[src/rtl/link_halt_guard_pkg.sv]
package link_halt_guard_pkg;

  // Receive-side operating modes
  typedef enum logic [1:0] {
    RX_HOLD_INIT     = 2'd0,  // out of reset, waiting for the first release
    RX_RUN           = 2'd1,  // accepting traffic
    RX_PEER_HALT     = 2'd2,  // neighbour halted, waiting for re-establish
    RX_AWAIT_RELEASE = 2'd3   // link back up, waiting for release
  } rxMode_e;

  // Strobes from the control to the two datapaths
  typedef struct packed {
    logic rxAccept;   // current rx flit enters the packet buffer
    logic rxAbort;    // discard the partly received packet
    logic txInject;   // place a halt flit into the delay line
    logic txPass;     // place the offered data flit into the delay line
    logic txFlush;    // wipe the delay line
  } guardStrobe_t;

endpackage

[src/rtl/link_halt_guard_ctrl.sv]
module link_halt_guard_ctrl
  import link_halt_guard_pkg::*;
(
  input  logic         clk,
  input  logic         rstN,
  input  logic         rxInValid,
  input  logic         rxInHaltMsg,
  input  logic         rxRelease,
  input  logic         linkReestablish,
  input  logic         txInValid,
  input  logic         txHaltReq,
  input  logic         linkDown,
  output guardStrobe_t strb,
  output logic         rxHalted
);

  rxMode_e rxMode, rxModeNext;
  logic    txMuted;
  logic    peerHaltSeen;

  assign peerHaltSeen = rxInValid && rxInHaltMsg;

  always_comb begin
    rxModeNext = rxMode;
    unique case (rxMode)
      RX_HOLD_INIT:     if (rxRelease) rxModeNext = RX_RUN;
      RX_RUN:           if (peerHaltSeen) rxModeNext = RX_PEER_HALT;
      RX_PEER_HALT:     if (linkReestablish) rxModeNext = RX_AWAIT_RELEASE;
      RX_AWAIT_RELEASE: begin
        if (peerHaltSeen)   rxModeNext = RX_PEER_HALT;
        else if (rxRelease) rxModeNext = RX_RUN;
      end
      default:          rxModeNext = RX_HOLD_INIT;
    endcase
  end

  always_ff @(posedge clk or negedge rstN) begin
    if (!rstN) begin
      rxMode  <= RX_HOLD_INIT;
      txMuted <= 1'b0;
    end else begin
      rxMode <= rxModeNext;
      if (txHaltReq)            txMuted <= 1'b1;
      else if (linkReestablish) txMuted <= 1'b0;
    end
  end

  always_comb begin
    strb.rxAccept = (rxMode == RX_RUN) && rxInValid && !rxInHaltMsg;
    strb.rxAbort  = (rxMode != RX_RUN) || peerHaltSeen;
    strb.txInject = txHaltReq;
    strb.txPass   = txInValid && !txMuted && !txHaltReq;
    strb.txFlush  = linkDown;
  end

  assign rxHalted = (rxMode != RX_RUN);

  // A halt message seen while running always stops reception
  assert_peer_halt_R6: assert property (@(posedge clk) disable iff (!rstN)
    (peerHaltSeen && rxMode == RX_RUN) |=> (rxMode == RX_PEER_HALT));

  // Release cannot bypass the re-establish step
  assert_release_blocked_R6: assert property (@(posedge clk) disable iff (!rstN)
    (rxMode == RX_PEER_HALT) |=> (rxMode != RX_RUN));

  // After a halt request no data flit may enter on the next cycle
  assert_mute_after_halt_R9: assert property (@(posedge clk) disable iff (!rstN)
    txHaltReq |=> !strb.txPass);

endmodule

[src/rtl/link_halt_guard_rxbuf.sv]
module link_halt_guard_rxbuf
  import link_halt_guard_pkg::*;
#(
  parameter int DATA_W    = 32,
  parameter int BUF_DEPTH = 8
) (
  input  logic              clk,
  input  logic              rstN,
  input  guardStrobe_t      strb,
  input  logic [DATA_W-1:0] inData,
  input  logic              inLast,
  input  logic              inUncorr,
  input  logic              inCrcBad,
  output logic              outValid,
  output logic [DATA_W-1:0] outData,
  output logic              outLast
);

  localparam int AW = $clog2(BUF_DEPTH);
  localparam int PW = AW + 1;
  localparam logic [PW-1:0] FULL_COUNT = PW'(BUF_DEPTH);

  logic [DATA_W-1:0] memData [BUF_DEPTH];
  logic              memLast [BUF_DEPTH];

  logic [PW-1:0] wrPtr, cmPtr, rdPtr, occupancy;
  logic          pktBad, bufFull, flitBad, doWrite, doRead;

  assign occupancy = wrPtr - rdPtr;
  assign bufFull   = (occupancy == FULL_COUNT);
  assign flitBad   = pktBad || inUncorr || bufFull || (inLast && inCrcBad);
  assign doWrite   = strb.rxAccept && !bufFull;
  assign doRead    = (rdPtr != cmPtr);

  always_ff @(posedge clk) begin
    if (doWrite) begin
      memData[wrPtr[AW-1:0]] <= inData;
      memLast[wrPtr[AW-1:0]] <= inLast;
    end
  end

  always_ff @(posedge clk or negedge rstN) begin
    if (!rstN) begin
      wrPtr  <= '0;
      cmPtr  <= '0;
      rdPtr  <= '0;
      pktBad <= 1'b0;
    end else begin
      if (doRead) rdPtr <= rdPtr + 1'b1;
      if (strb.rxAbort) begin
        wrPtr  <= cmPtr;
        pktBad <= 1'b0;
      end else if (strb.rxAccept) begin
        if (inLast) begin
          pktBad <= 1'b0;
          if (flitBad) begin
            wrPtr <= cmPtr;
          end else begin
            wrPtr <= wrPtr + 1'b1;
            cmPtr <= wrPtr + 1'b1;
          end
        end else begin
          pktBad <= flitBad;
          if (doWrite) wrPtr <= wrPtr + 1'b1;
        end
      end
    end
  end

  assign outValid = doRead;
  assign outData  = memData[rdPtr[AW-1:0]];
  assign outLast  = memLast[rdPtr[AW-1:0]];

  // The buffer never holds more than its depth
  assert_no_overrun_R5: assert property (@(posedge clk) disable iff (!rstN)
    occupancy <= FULL_COUNT);

  // The committed boundary moves only on an accepted tail flit
  assert_commit_on_tail_R2: assert property (@(posedge clk) disable iff (!rstN)
    !(strb.rxAccept && inLast) |=> (cmPtr == $past(cmPtr)));

  // Control never asks to keep and discard a flit at once
  assert_accept_excl_R1: assert property (@(posedge clk) disable iff (!rstN)
    strb.rxAccept |-> !strb.rxAbort);

endmodule

[src/rtl/link_halt_guard_txdelay.sv]
module link_halt_guard_txdelay
  import link_halt_guard_pkg::*;
#(
  parameter int                DATA_W    = 32,
  parameter int                TX_DELAY  = 4,
  parameter logic [DATA_W-1:0] HALT_CODE = '1
) (
  input  logic              clk,
  input  logic              rstN,
  input  guardStrobe_t      strb,
  input  logic [DATA_W-1:0] inData,
  input  logic              inLast,
  output logic              outValid,
  output logic [DATA_W-1:0] outData,
  output logic              outLast,
  output logic              outHalt
);

  localparam int TOP = TX_DELAY - 1;

  logic              stV [TX_DELAY];
  logic [DATA_W-1:0] stD [TX_DELAY];
  logic              stL [TX_DELAY];
  logic              stH [TX_DELAY];

  always_ff @(posedge clk or negedge rstN) begin
    if (!rstN) begin
      stV[0] <= 1'b0;
      stD[0] <= '0;
      stL[0] <= 1'b0;
      stH[0] <= 1'b0;
    end else begin
      stV[0] <= !strb.txFlush && (strb.txInject || strb.txPass);
      stD[0] <= strb.txInject ? HALT_CODE : inData;
      stL[0] <= strb.txInject || inLast;
      stH[0] <= strb.txInject;
    end
  end

  for (genvar s = 1; s < TX_DELAY; s++) begin : gStage
    always_ff @(posedge clk or negedge rstN) begin
      if (!rstN) begin
        stV[s] <= 1'b0;
        stD[s] <= '0;
        stL[s] <= 1'b0;
        stH[s] <= 1'b0;
      end else begin
        stV[s] <= !strb.txFlush && stV[s-1];
        stD[s] <= stD[s-1];
        stL[s] <= stL[s-1];
        stH[s] <= stH[s-1];
      end
    end
  end

  assign outValid = stV[TOP];
  assign outData  = stD[TOP];
  assign outLast  = stL[TOP];
  assign outHalt  = stV[TOP] && stH[TOP];

  // A link failure leaves nothing on the output next cycle
  assert_flush_R8: assert property (@(posedge clk) disable iff (!rstN)
    strb.txFlush |=> !outValid);

  // A halt flit is always a valid, single-flit packet
  assert_halt_shape_R9: assert property (@(posedge clk) disable iff (!rstN)
    outHalt |-> (outValid && outLast));

endmodule

[src/rtl/link_halt_guard.sv]
module link_halt_guard
  import link_halt_guard_pkg::*;
#(
  parameter int                DATA_W    = 32,
  parameter int                BUF_DEPTH = 8,
  parameter int                TX_DELAY  = 4,
  parameter logic [DATA_W-1:0] HALT_CODE = '1
) (
  input  logic              clk,
  input  logic              rstN,
  input  logic              txInValid,
  input  logic [DATA_W-1:0] txInData,
  input  logic              txInLast,
  input  logic              txHaltReq,
  input  logic              linkDown,
  input  logic              linkReestablish,
  output logic              txOutValid,
  output logic [DATA_W-1:0] txOutData,
  output logic              txOutLast,
  output logic              txOutHalt,
  input  logic              rxInValid,
  input  logic [DATA_W-1:0] rxInData,
  input  logic              rxInLast,
  input  logic              rxInHaltMsg,
  input  logic              rxInUncorr,
  input  logic              rxInCrcBad,
  input  logic              rxRelease,
  output logic              rxOutValid,
  output logic [DATA_W-1:0] rxOutData,
  output logic              rxOutLast,
  output logic              rxHalted
);

  guardStrobe_t strb;

  link_halt_guard_ctrl ctrl_i (
    .clk            (clk),
    .rstN           (rstN),
    .rxInValid      (rxInValid),
    .rxInHaltMsg    (rxInHaltMsg),
    .rxRelease      (rxRelease),
    .linkReestablish(linkReestablish),
    .txInValid      (txInValid),
    .txHaltReq      (txHaltReq),
    .linkDown       (linkDown),
    .strb           (strb),
    .rxHalted       (rxHalted)
  );

  link_halt_guard_rxbuf #(
    .DATA_W   (DATA_W),
    .BUF_DEPTH(BUF_DEPTH)
  ) rxbuf_i (
    .clk     (clk),
    .rstN    (rstN),
    .strb    (strb),
    .inData  (rxInData),
    .inLast  (rxInLast),
    .inUncorr(rxInUncorr),
    .inCrcBad(rxInCrcBad),
    .outValid(rxOutValid),
    .outData (rxOutData),
    .outLast (rxOutLast)
  );

  link_halt_guard_txdelay #(
    .DATA_W   (DATA_W),
    .TX_DELAY (TX_DELAY),
    .HALT_CODE(HALT_CODE)
  ) txdelay_i (
    .clk     (clk),
    .rstN    (rstN),
    .strb    (strb),
    .inData  (txInData),
    .inLast  (txInLast),
    .outValid(txOutValid),
    .outData (txOutData),
    .outLast (txOutLast),
    .outHalt (txOutHalt)
  );

endmodule

[config.mk]
export PLATFORM = sky130hd
export DESIGN_NAME = link_halt_guard
export DESIGN_NICKNAME = d
export VERILOG_FILES = /design/src/rtl/link_halt_guard_pkg.sv /design/src/rtl/link_halt_guard_ctrl.sv /design/src/rtl/link_halt_guard_rxbuf.sv /design/src/rtl/link_halt_guard_txdelay.sv /design/src/rtl/link_halt_guard.sv
export SDC_FILE = /design/constraint.sdc
export NUM_CORES = 1
export LEC_CHECK = 0
export BUFFER_PORTS_ARGS = -buffer_cell sky130_fd_sc_hd__buf_2
export CAP_MARGIN = 20
export CORE_AREA = 2 2 227 229
export CTS_BUF_LIST = sky130_fd_sc_hd__clkbuf_8
export DETAILED_ROUTE_END_ITERATION = 16
export DIE_AREA = 0 0 229 231
export PLACE_DENSITY_LB_ADDON = 0.12
export SLEW_MARGIN = 20
export SYNTH_ARGS = -nofsm -noshare
export SYNTH_HDL_FRONTEND = slang
export SYNTH_SLANG_ARGS = --single-unit
export TNS_END_PERCENT = 5
[constraint.sdc]
create_clock -name clk -period 7.85 [get_ports clk]
set_input_delay 0 -clock clk [delete_from_list [all_inputs] [get_ports clk]]
set_output_delay 0 -clock clk [all_outputs]
set_load 0.02 [all_outputs]
### After elaboration in Yosys (flattened, before gate mapping)

Memories as Yosys holds them, arrays and structs flattened.
Cells that the tools add are included.

* flip-flop bits (word level): 156
* memory bits (writable): 264
* input port bits: 77
* word-level logic and storage cells: 84
* memories: 2

* add/subtract/negate cells: 3
* equality and inequality tests: 8
* mux-type cells: 18
* bitwise operators: 1
* reductions and logical operators: 30

Memory list
* rxbuf_i.memData: depth 8, bits a word 32, rd ports 1, clocked after Yosys merged registers in 0, wr ports 1, RTL line link_halt_guard_rxbuf.sv:23 `logic [DATA_W-1:0] memData [BUF_DEPTH];`
* rxbuf_i.memLast: depth 8, bits a word 1, rd ports 1, clocked after Yosys merged registers in 0, wr ports 1, RTL line link_halt_guard_rxbuf.sv:24 `logic memLast [BUF_DEPTH];`

Operators by type and width (count)
* 2-to-1 mux 32 bit: 1
* 2-to-1 mux 4 bit: 5
* logical AND 1 bit: 12
* adder 4 x 1 -> 4 bit, second input constant: 2
* 2-to-1 mux 2 bit: 4
* one-hot mux 2 bit (4 select lines): 1
* 2-to-1 mux 1 bit: 7
* logical OR 1 bit: 6
* zero test 1 bit: 5
* equality test 2 bit, second input constant: 2
* equality test 4 bit, second input constant: 1
* inequality test 2 x 1 -> 1 bit, second input constant: 2
* inequality test 4 bit: 1
* AND reduction 2 bit: 2
* nonzero test 2 bit: 2
* subtractor 4 bit: 1
* AND reduction 3 bit: 1
* nonzero test 3 bit: 1
* equality test 2 x 1 -> 1 bit, second input constant: 1
* zero test 2 bit: 1
* inequality test 2 bit, second input constant: 1
* inverter 1 bit: 1

### Longest topological paths before layout

Gate-level depths: netlist of the first run.

* word-level depth: 8
* gate-level depth with buffers: 12
* mapped depth without buffers: 8

### Hierarchy

A second synthesis of the first run with hierarchy kept.

* cell total of the unflattened synthesis: 787
* area, all modules: 15083.2 um2

Modules (own cells, without submodules)
* link_halt_guard_rxbuf: times used 1, cells an instance 558, area each 10896.7 um2, seq. area each 8252.9 um2
* link_halt_guard_txdelay: times used 1, cells an instance 213, area each 4018.9 um2, seq. area each 3503.4 um2
* link_halt_guard_ctrl: times used 1, cells an instance 16, area each 167.7 um2, seq. area each 75.1 um2

### Worst setup path after synthesis of the first run

Ideal clock, no wire load.

* path kind: flip-flop to flip-flop
* start: register rxbuf_i.rdPtr[1]
* end: memory rxbuf_i.memData[1][0] (enable)
* setup time: 464 ps
* arrival time: 4440 ps
* required time: 7386 ps
* setup slack: 2946 ps
* cell stages (with the launch flop): 12
* period minus slack after synthesis: 4904 ps
* cell sequence: dfrtp_1 -> clkbuf_1 -> clkbuf_1 -> clkbuf_1 -> inv_1 -> ha_1 -> nand3b_1 -> a21oi_1 -> nor4_2 -> nor2_2 -> nand2_1 -> nor3_1

* word-level cells in the longest chain between the ends: 6

RTL lines
* start: declaration: RTL line link_halt_guard_rxbuf.sv:26 `logic [PW-1:0] wrPtr, cmPtr, rdPtr, occupancy;`
* start signal: assignment: RTL line link_halt_guard_rxbuf.sv:49 `if (doRead) rdPtr <= rdPtr + 1'b1;`
* subtractor 4 bit: RTL line link_halt_guard_rxbuf.sv:29 `assign occupancy = wrPtr - rdPtr;`
* equality test 4 bit: RTL line link_halt_guard_rxbuf.sv:30 `assign bufFull = (occupancy == FULL_COUNT);`
* zero test 1 bit: RTL line link_halt_guard_rxbuf.sv:32 `assign doWrite = strb.rxAccept && !bufFull;`
* logical AND 1 bit: RTL line link_halt_guard_rxbuf.sv:32
* 2-to-1 mux 1 bit: RTL line link_halt_guard_rxbuf.sv:36 `if (doWrite) begin`
* 2-to-1 mux 1 bit (not written as such): RTL line link_halt_guard_rxbuf.sv:37 `memData[wrPtr[AW-1:0]] <= inData;`
* end: declaration: RTL line link_halt_guard_rxbuf.sv:23

Every way passes these cells.

### Final worst setup path of the first run

* start: register rxbuf_i.rdPtr[0]
* end: memory rxbuf_i.memData[4][28] (enable)

Same word-level chain as after synthesis.

==> flow_summary_export.csv, run 1 <==
group,metric,value,unit
setup_path,cp.arrival,3.69,ns
global_routing,grt_pass1_vias,8310,
clock_tree,cts_max_path_buffers,3,
floorplanning,core.rowCount,83,
routing,drt_first_pass_iters,4,
routing,route.detailed.drc,0,
place,dp_hpwl,18000,um
timing,fmax,0.291,GHz
synthesis,synth_top_family_by_area,"multiplexers",
global_routing,grt_max_degree,81,
timing,slew_viol_final,0,
global_routing,antenna_found_initial,1,
run_status,status,"completed",
synthesis,yosysTopAreaCellShare,0.530,
job,cap_violations,0,
synthesis,ys_warn_count,0,
clock_tree,cts_tree,"yes",
clock_tree,htree_levels,3,
timing,finalHoldViolCount,0,
synthesis,ys_types,47,
power_and_ir_drop,p_seq_frac,0.433,
routing,first_iter_violations,414,
clock_tree,cts_root_buffer,"clkbuf_8",
timing,tns,0,ns
routing,ant_nets,0,
synthesis,synth_edf_count,264,
timing,fin_crit_sh,0.437,
setup_path,critPathRequiredTime,8.11,ns
power_and_ir_drop,design_power_total,6.06,mW
synthesis,synth_fa_ha_area_frac,0.00418,
synthesis,syn_inst,778,
finish,layout.nets,1119,
synthesis,synth-xor-area-share,0.00695,
floorplanning,io_pins,147,
synthesis,synthTopCellsByArea,"edfxtp_1 53%, dfrtp_1 26%, mux4_2 9.9%",
clock_tree,clkLatencyLatePin,0.62,ns
synthesis,synth_compound_area_frac,0.0102,
timing,setup_violations,0,
power_and_ir_drop,p_leak,6.89,nW
synthesis,synth-simple-area-share,0.0560,
timing,holdWs,0.0985,ns
timing,worstMarginPinSlew,0.916,ns
setup_path,end_kind,"flop",
power_and_ir_drop,p_switching,1.85,mW
timing,rsz0062_at_grt,"no",
synthesis,synth_top_area_cell,"edfxtp_1",
clock_tree,clock-sinks,420,
synthesis,synth_mux_area_frac,0.105,
floorplanning,design.die.area,52900,sq um
routing,wl_met3,1480,um
power_and_ir_drop,ir_worst_vdd,0.139,mV
clock_tree,clk_pin_slew,0.06,ns
routing,wl_per_cell,17.9,um
synthesis,async_flop_share,0.371,
power_and_ir_drop,clkPwrFrac,0.322,
synthesis,seq_area_frac_synth,0.791,
routing,drt-met1-wl,13900,um
clock_tree,cts_setup_buffers,0,
routing,num_vias,7537,
routing,wl_met2,15500,um
synthesis,synth_fp_nets,860,
timing,skew,0.0283,ns
floorplanning,start_util,0.295,
floorplanning,dieWidth,229,um
global_routing,grt_overflow_total,0,
place,gp_congestion,0.725,
clock_tree,cts_made_buffers,74,
setup_path,worst-setup-path-type,"flop to flop",
power_and_ir_drop,internal-power,4.21,mW
worst_hold_path,worstHoldPathType,"input pin to flop",
setup_path,cp-start-kind,"flop",
power_and_ir_drop,power_per_cell_area,325,nW/um^2
synthesis,avgSynthCellArea,19.2,sq um
power_and_ir_drop,p_sw_frac,0.305,
finish,drive_above_1_share,0.349,
synthesis,synth_ff_type,"edfxtp_1",
setup_path,worstPathMaxFanout,40,
routing,highest_layer,"met5",
floorplanning,die_height,231,um
timing,period_needed,3.43,ns
floorplanning,fp.coreArea,50700,sq um
timing,max_slew_margin,0.390,
power_and_ir_drop,combPwrFrac,0.245,
global_routing,grt_pass1_wl,49800,um
synthesis,synth.cell_area,14900,sq um
routing,viasPerCell,4.25,
synthesis,ys_seq_elements,420,
finish,syn_to_final_growth,24.8,%
place,io_buffer_count,146,
global_routing,grt.total_usage,0.125,
routing,drt_wl_total,31800,um
[timing repair]
item / in CTS / in global routing
endpoints found under the setup margin: 0 / 0
gates resized for setup: 0 / 0
hold buffers: 85 / 0
endpoints found under the hold margin: 385 / 0
[power groups by stage]
stage	sequential, mW	clock [mW]	combinational (mW)
floorplan	2.57	0	1.08
finish	2.63	1.95	1.48
global placement	2.68	0	1.49
detailed placement	2.68	0	1.48
global route	2.65	2.15	1.64
CTS	2.64	2.04	1.53
[flip-flops by register name, summed over array words and instances (netlist names)]
signal and count:
txdelay_i.outLast 1, txdelay_i.stV 3, rxbuf_i.pktBad 1, rxbuf_i.cmPtr 4, rxbuf_i.rdPtr 4, rxbuf_i.wrPtr 4, txdelay_i.outData 32, txdelay_i.stL 3
txdelay_i.stH 4, ctrl_i.rxMode 2, rxbuf_i.memLast 8, txdelay_i.stD 96, txdelay_i.outValid 1, rxbuf_i.memData 256, ctrl_i.txMuted 1
[worst max-delay path, cell delays in order (launching register included)]
cell	delay (ns)
dfrtp_4	0.97
ha_1	0.29
and2b_2	0.17
xnor2_2	0.13
nor4_2	0.11
nor2_2	0.14
nand2_1	0.23
nor2_4	0.58
buf_4	0.43
[cell usage after synthesis (2+ instances only)]
cell type	n
nand4_1	2
nor2_1	9
clkbuf_1	18
xor2_1	3
or2_2	33
mux2_4	4
nand2_1	108
nand3_1	5
buf_4	32
mux4_2	66
dfrtp_1	156
nand2b_1	4
nor3_1	4
buf_2	8
a31oi_1	3
a21oi_1	5
xnor2_1	7
edfxtp_1	264
nand3b_1	3
a21boi_0	2
ha_1	5
inv_1	6
o21ai_0	2
nor2b_1	5
o211ai_1	2
[final timing paths]
check | slack [ns] | to | start | depth (start not counted)
setup / recovery | 4.42 | rxbuf_i.memData[4][28] | rxbuf_i.rdPtr[0] | 8
hold / removal | 0.1 | txdelay_i.stD[114] | txInData[18] | 3
setup reg to reg | 4.42 | rxbuf_i.memData[4][28] | rxbuf_i.rdPtr[0] | 8
hold reg to reg | 0.34 | txdelay_i.outData[22] | txdelay_i.stD[54] | 0
max in group asynchronous | 6.70 | txdelay_i.outData[0] | rstN | 4
min in group asynchronous | 0.50 | txdelay_i.stD[89] | rstN | 4
[per-stage QoR]
stage / area (sq um) / util / setup slack, ns / cells
5_1_grt: 18700 / 0.368 / 4.02 / 1772
4_1_cts: 18700 / 0.368 / 4.22 / 1772
3_5_place_dp: 16300 / 0.322 / 4.28 / 1556
6_report: 18700 / 0.368 / 4.42 / 1773
3_3_place_gp: 16300 / 0.322 / 4.37 / 1556
2_1_floorplan: 14900 / - / 2.95 / 778
[per-layer routing]
layer  vias up  GRT usage
li1       3386          -
met1      3909      0.159
met2       174      0.203
met3        66     0.0331
met4         2     0.0522
met5         -          0
[cell families after synthesis]
| logic type | after synthesis |
|---|---|
| DFF | 420 |
| and+or+nand+nor | 180 |
| buffers and inverters | 68 |
| adders and majority gates | 5 |
| AOI/OAI and AO/OA | 22 |
| muxes | 72 |
| xor gates and xnor gates | 11 |
[layout by cell type (no fill, tap or decap), types with 2 or more instances in the layout]
master / n
edfxtp_1: 264
dfrtp_1: 153
buf_2: 145
nand2_1: 108
clkbuf_8: 85
dlygate4sd3_1: 84
mux4_2: 66
or2_2: 33
inv_1: 28
buf_4: 12
clkinv_1: 9
xnor2_1: 7
clkinv_2: 7
nor2_4: 6
a21oi_1: 5
nor2b_1: 5
nand3_1: 5
ha_1: 5
nand2b_1: 4
mux2_4: 4
clkinvlp_4: 4
nand3b_1: 3
xor2_1: 3
nor2_1: 3
a31oi_1: 3
bufinv_16: 3
nand4_1: 2
nor3_2: 2
o21ai_0: 2
nor3_1: 2
a21boi_0: 2
o211ai_1: 2
inv_6: 2
buf_6: 2
dfrtp_4: 2
[area by class of cell]
type / instances / area (sq um)
Clock inverter: 46 / 285
Clock buffer: 85 / 1170
Tap cell: 680 / 851
Multi-Input combinational cell: 290 / 2780
Timing Repair Buffer: 244 / 1710
Sequential cell: 420 / 11800
Fill cell: 4834 / 32000
Antenna cell: 1 / 2.50
Inverter: 7 / 26.3
Power figures use the tool's default switching activity.
==> run 2, diff against run 1 <==
- ABC_AREA: default -> 1
- CORE_AREA: 2 2 227 229 -> 2 2 229 231
- DIE_AREA: 0 0 229 231 -> 0 0 231 233
- clock period: 7.85 -> 3.35 ns (I/O delays scaled with it)
==> run 2 against run 1 <==
First-iteration DRC count up 25%. Largest cell class unchanged. Total power up 150%. Critical path type is now flop to primary output. Combinational power rose to 3.0 times the previous value.
==> flow_summary_export.csv, run 2 <==
group,metric,value,unit
global_routing,antenna_found_initial,1,
setup_path,cp-start-kind,"flop",
clock_tree,cts_made_buffers,74,
clock_tree,cts_tree,"yes",
synthesis,synthTopCellsByArea,"edfxtp_1 52%, dfrtp_1 26%, nor2_1 6.1%",
place,io_buffer_count,146,
synthesis,synth_top_area_cell,"edfxtp_1",
routing,viasPerCell,4.38,
timing,finalHoldViolCount,0,
floorplanning,start_util,0.298,
setup_path,critPathBufInv,2,
floorplanning,io_pins,147,
synthesis,ys_types,34,
timing,worstMarginPinSlew,0.874,ns
timing,slew_viol_final,0,
synthesis,syn_inst,1113,
finish,fillCellCount,4990,
clock_tree,clkLatencyLatePin,0.63,ns
synthesis,avgSynthCellArea,13.7,sq um
setup_path,crit_family,"buffers and inverters",
timing,setup_violations,0,
synthesis,ys_seq_elements,420,
setup_path,worstPathMaxFanout,58,
timing,period_needed,2.95,ns
finish,layout_common_cells,"264 x edfxtp_1, 245 x nor2_1, 154 x dfrtp_1, 145 x buf_2, 131 x o21ai_0",
synthesis,synthTopCellsByCount,"264 x edfxtp_1, 249 x nor2_1, 156 x dfrtp_1",
clock_tree,cts_setup_buffers,0,
setup_path,critPathRequiredTime,3.35,ns
timing,skew,0.0164,ns
finish,drive_above_1_share,0.239,
power_and_ir_drop,power_per_cell_area,790,nW/um^2
routing,first_iter_violations,517,
routing,route.detailed.drc,0,
synthesis,yosysTopAreaCellShare,0.520,
run_status,status,"completed",
setup_path,worstPathCellList,"buf_4 -> o21ai_0 -> o22ai_1 -> nor2_1 -> a31oi_1 -> buf_2",
clock_tree,holdBufCountCts,82,
global_routing,grt_max_degree,70,
floorplanning,die_height,233,um
place,dpl-instance-area,16700,sq um
clock_tree,htree_levels,3,
synthesis,synth.most_common_cell,"edfxtp_1",
setup_path,slowest_delay,0.63,ns
setup_path,worst-setup-path-type,"flop to primary output",
synthesis,async_flop_share,0.371,
floorplanning,core.rowCount,83,
global_routing,grt.total_usage,0.135,
floorplanning,design.die.area,53800,sq um
routing,drt_wl_total,35900,um
timing,rsz0062_at_grt,"no",
routing,ant_nets,0,
clock_tree,cts_root_buffer,"clkbuf_8",
synthesis,synth_ff_type,"edfxtp_1",
finish,layout.nets,1436,
routing,drt_first_pass_iters,5,
global_routing,grt_pass1_vias,9253,
finish,fin_area,19000,sq um
clock_tree,clk_pin_slew,0.06,ns
worst_hold_path,worstHoldPathType,"input pin to flop",
timing,fin_crit_sh,0.879,
timing,max_slew_margin,0.417,
power_and_ir_drop,ir_worst_vdd,0.384,mV
finish,final_util,0.372,
clock_tree,clock-sinks,420,
setup_path,end_kind,"primary output",
synthesis,synth.cell_area,15200,sq um
global_routing,grt_pass1_wl,55200,um
finish,largest_reg_flops,256,
place,dp_hpwl,19900,um
routing,num_vias,9159,
synthesis,seq_area_frac_synth,0.776,
synthesis,synth_fp_nets,1195,
clock_tree,cts_max_path_buffers,3,
setup_path,cp_slowest_cell,"dfrtp_4",
synthesis,synth_edf_count,264,
finish,final_common_cell,"edfxtp_1",
timing,fmax,0.339,GHz
synthesis,ys_warn_count,0,
global_routing,grt_overflow_total,0,
finish,syn_to_final_growth,24.5,%
floorplanning,fp.coreArea,51100,sq um
clock_tree,post_cts_resized,0,
setup_path,cp.arrival,2.95,ns
place,gp_congestion,0.755,
job,cap_violations,0,
routing,wl_per_cell,17.2,um
power_and_ir_drop,p_leak,7.11,nW
floorplanning,dieWidth,231,um
==> run 2: changes by cell type after synthesis, sizes merged, moves of 6 or more <==
| cell | delta |
|---|---|
| nand2 | -76 |
| nor2 | +239 |
| inv | +23 |
| o22ai | +32 |
| o21ai | +136 |
| clkbuf | +13 |
| buf | +12 |
| a31oi | +30 |
| nand3 | +10 |
| a21oi | +6 |
| mux4 | -66 |
==> run 2: path summary, 6_finish.rpt <==
kind	from	endpoint	slack, ns	cells past startpoint
worst max register to register	rxbuf_i.wrPtr[2]	rxbuf_i.memData[6][15]	0.50	10
max in group asynchronous	rstN	txdelay_i.outData[0]	2.47	4
worst min-delay path	txInData[30]	txdelay_i.stD[126]	0.1	3
worst min register to register	txdelay_i.stD[54]	txdelay_i.outData[22]	0.34	0
worst max-delay path	rxbuf_i.rdPtr[0]	rxOutData[20]	0.40	6
min in group asynchronous	rstN	txdelay_i.outData[4]	0.53	4
==> run 2: stage by stage <==
stage | cells | hold WS [ns] | setup TNS (ns) | setup slack (ns) | power (mW)
3_5_place_dp | 1876 | 0.0609 | 0 | 0.515 | 10.5
2_1_floorplan | 1113 | -0.296 | -36.08 | -0.223 | 9.01
3_3_place_gp | 1876 | 0.0537 | 0 | 0.512 | 10.6
4_1_cts | 2092 | 0.0283 | 0 | 0.265 | 15.3
5_1_grt | 2093 | 0.0704 | 0 | 0.186 | 16.0
6_report | 2093 | 0.0963 | 0 | 0.404 | 15.0
==> run 2: routing by layer <==
| layer | GRT usage | vias to the layer above | wire length, um |
|---|---|---|---|
| met5 | 0 | - | 0 |
| met4 | 0.0520 | 0 | 746 |
| met3 | 0.0304 | 57 | 1530 |
| met2 | 0.218 | 185 | 17600 |
| met1 | 0.176 | 4548 | 16000 |
| li1 | - | 4369 | - |
==> run 2: cell families (layout without fill, tap and decap cells) <==
logic type,after synthesis,after routing,synth area share
buffers and inverters,115,414,0.0382
adder cells (fa/ha/maj),5,5,0.00410
XOR/XNOR,9,9,0.00517
AND/OR/NAND/NOR,338,338,0.0938
other,0,1,0
flip-flops,420,420,0.776
AO/OA/AOI/OAI,226,226,0.0829
==> run 2: worst reg2reg max path: stages, from the launching register on <==
cell     delay, ns
dfrtp_1       0.46
ha_1          0.35
or2_1         0.25
nand2_1       0.07
nand2_1       0.05
nand2_1       0.09
inv_2         0.04
nand2_2       0.13
nand3_1       0.34
nor3_4        0.24
buf_4         0.44
==> run 2: area by class of cell <==
type / count / area [sq um] / area share
Tap cell: 680 / 851 / 0.0448
Timing Repair Buffer: 251 / 1820 / 0.0960
Clock inverter: 49 / 279 / 0.0147
Antenna cell: 1 / 2.50 / 0.000132
Inverter: 29 / 113 / 0.00593
Sequential cell: 420 / 11800 / 0.623
Clock buffer: 85 / 1170 / 0.0616
Multi-Input combinational cell: 578 / 2910 / 0.153
==> run 2: power by group <==
group	internal, mW	switching [mW]	leakage (nW)
logic	1.41	3.04	2.24
registers	5.80	0.187	4.03
clock network	2.48	2.08	0.838
total	9.69	5.31	7.11
==> run 3, diff against run 2 <==
- PLACE_DENSITY_LB_ADDON: 0.12 -> 0.05
==> run 3 against run 2 <==
Worst setup slack gained 0.14 ns. Critical path depth up 1. Global-route usage increased by 0.65 points. Count of clock-buffer cells in the layout did not move. Final cell count grew 0.14%. First-iteration DRC count up 2.1%. Register-to-register slack gained 0.05 ns. Die area is the same. Via count up 0.45%. Largest power group unchanged. Highest routed layer unchanged.
==> flow_summary_export.csv, run 3 (synthesis results as in run 2) <==
group,metric,value,unit
floorplanning,core.rowCount,83,
power_and_ir_drop,internal-power,9.61,mW
finish,layout_common_cells,"264 x edfxtp_1, 245 x nor2_1, 154 x dfrtp_1, 146 x buf_2, 131 x o21ai_0",
clock_tree,cts_setup_buffers,0,
place,gp_congestion,0.727,
setup_path,crit-reg2reg-launch,"rxbuf_i.wrPtr[2]",
job,cap_violations,0,
worst_hold_path,worstHoldPathType,"input pin to flop",
routing,drt_wl_total,37500,um
finish,drive_above_1_share,0.233,
setup_path,cp.arrival,2.81,ns
power_and_ir_drop,p_seq_frac,0.396,
floorplanning,start_util,0.298,
run_status,status,"completed",
routing,num_vias,9200,
clock_tree,cts_tree,"yes",
timing,finalHoldViolCount,0,
power_and_ir_drop,ir_worst_vdd,0.586,mV
timing,max_slew_margin,0.412,
timing,slew_viol_final,0,
floorplanning,design.die.area,53800,sq um
routing,route.detailed.drc,0,
power_and_ir_drop,p_leak,7.10,nW
place,place_ws,0.499,ns
clock_tree,clkLatencyLatePin,0.62,ns
setup_path,critPathRequiredTime,3.35,ns
setup_path,end_kind,"primary output",
timing,rsz0062_at_grt,"no",
floorplanning,io_pins,147,
clock_tree,clk_pin_slew,0.06,ns
global_routing,grt.total_usage,0.141,
finish,final_common_cell,"edfxtp_1",
global_routing,grt_max_degree,137,
place,dp_hpwl,20900,um
global_routing,grt_overflow_total,0,
routing,wl_per_cell,17.9,um
finish,largest_reg_flops,256,
setup_path,worst-setup-path-type,"flop to primary output",
global_routing,grt_pass1_vias,9563,
global_routing,grt_pass1_wl,57200,um
clock_tree,cts_root_buffer,"clkbuf_8",
floorplanning,dieWidth,231,um
routing,ant_nets,0,
power_and_ir_drop,combPwrFrac,0.305,
clock_tree,cts_made_buffers,77,
routing,drt_first_pass_iters,4,
routing,viasPerCell,4.39,
worst_hold_path,min_from,"txInData[20]",
finish,layout.nets,1442,
timing,fin_crit_sh,0.838,
clock_tree,post_cts_resized,0,
clock_tree,cts_max_path_buffers,3,
global_routing,antenna_found_initial,1,
setup_path,cp-start-kind,"flop",
setup_path,worstPathMaxFanout,67,
power_and_ir_drop,p_sw_frac,0.359,
timing,period_needed,2.81,ns
setup_path,critPathLaunch,"rxbuf_i.rdPtr[1]",
timing,skew,0.0177,ns
power_and_ir_drop,clkPwrFrac,0.298,
clock_tree,clock-sinks,420,
timing,fmax,0.356,GHz
clock_tree,htree_levels,3,
power_and_ir_drop,p_switching,5.38,mW
routing,first_iter_violations,528,
floorplanning,die_height,233,um
timing,worstMarginPinSlew,0.882,ns
finish,syn_to_final_growth,23.9,%
power_and_ir_drop,power_per_cell_area,793,nW/um^2
timing,worst_slack,0.543,ns
timing,holdWs,0.0948,ns
place,io_buffer_count,146,
timing,setup_violations,0,
floorplanning,fp.coreArea,51100,sq um
[run 3: area by class of cell]
cell class / instances / area (sq um)
Sequential cell: 420 / 11800
Fill cell: 5048 / 32200
Clock buffer: 85 / 1170
Clock inverter: 49 / 230
Antenna cell: 1 / 2.50
Inverter: 29 / 114
Multi-Input combinational cell: 578 / 2910
Tap cell: 680 / 851
Timing Repair Buffer: 254 / 1790
[run 3: routing by layer]
metal  GRT usage  vias up  routed length (um)
met5           0        -                   0
met4      0.0613        0                1000
met3      0.0314       62                1570
met2       0.219      175               17300
met1       0.190     4583               17600
li1            -     4380                   -
[run 3: final timing paths]
| check | to | slack (ns) | cells past startpoint |
|---|---|---|---|
| max reg2reg | rxbuf_i.memData[6][23] | 0.55 | 10 |
| max in group asynchronous | txdelay_i.stD[113] | 1.95 | 4 |
| min | txdelay_i.stD[116] | 0.09 | 3 |
| min reg2reg | txdelay_i.stD[39] | 0.34 | 0 |
| max | rxOutData[0] | 0.54 | 7 |
| min in group asynchronous | txdelay_i.outData[27] | 0.47 | 3 |
[run 3: worst max-delay path, cell delays in order (launching register included)]
cell	delay [ns]
dfrtp_2	0.40
inv_2	0.06
buf_4	0.64
o21ai_0	0.21
o22ai_1	0.17
nor2_1	0.06
a31oi_1	0.38
buf_2	0.25
[run 3: stage by stage]
step                      instance area, sq um  cells  utilization  total power, mW  setup TNS [ns]
after floorplan                          15300   1113            -             9.01          -36.08
after global placement                   16700   1879        0.326             10.7               0
after detailed placement                 16700   1879        0.326             10.7               0
after CTS                                18900   2095        0.370             15.3               0
after global routing                     18900   2096        0.370             16.0               0
final                                    18900   2096        0.370             15.0               0
[run 3: timing repair]
| action | in CTS | in global routing |
|---|---|---|
| hold buffers | 82 | 0 |
| endpoints found under the setup margin | 0 | 0 |
| hold endpoints to repair | 415 | 0 |
[run 3: power groups by stage]
stage	clock, mW	combinational [mW]	sequential [mW]
2_1_floorplan	0	3.01	6.01
3_3_place_gp	0	4.64	6.04
3_5_place_dp	0	4.61	6.04
4_1_cts	4.69	4.71	5.94
5_1_grt	4.91	5.11	5.96
6_report	4.47	4.58	5.94
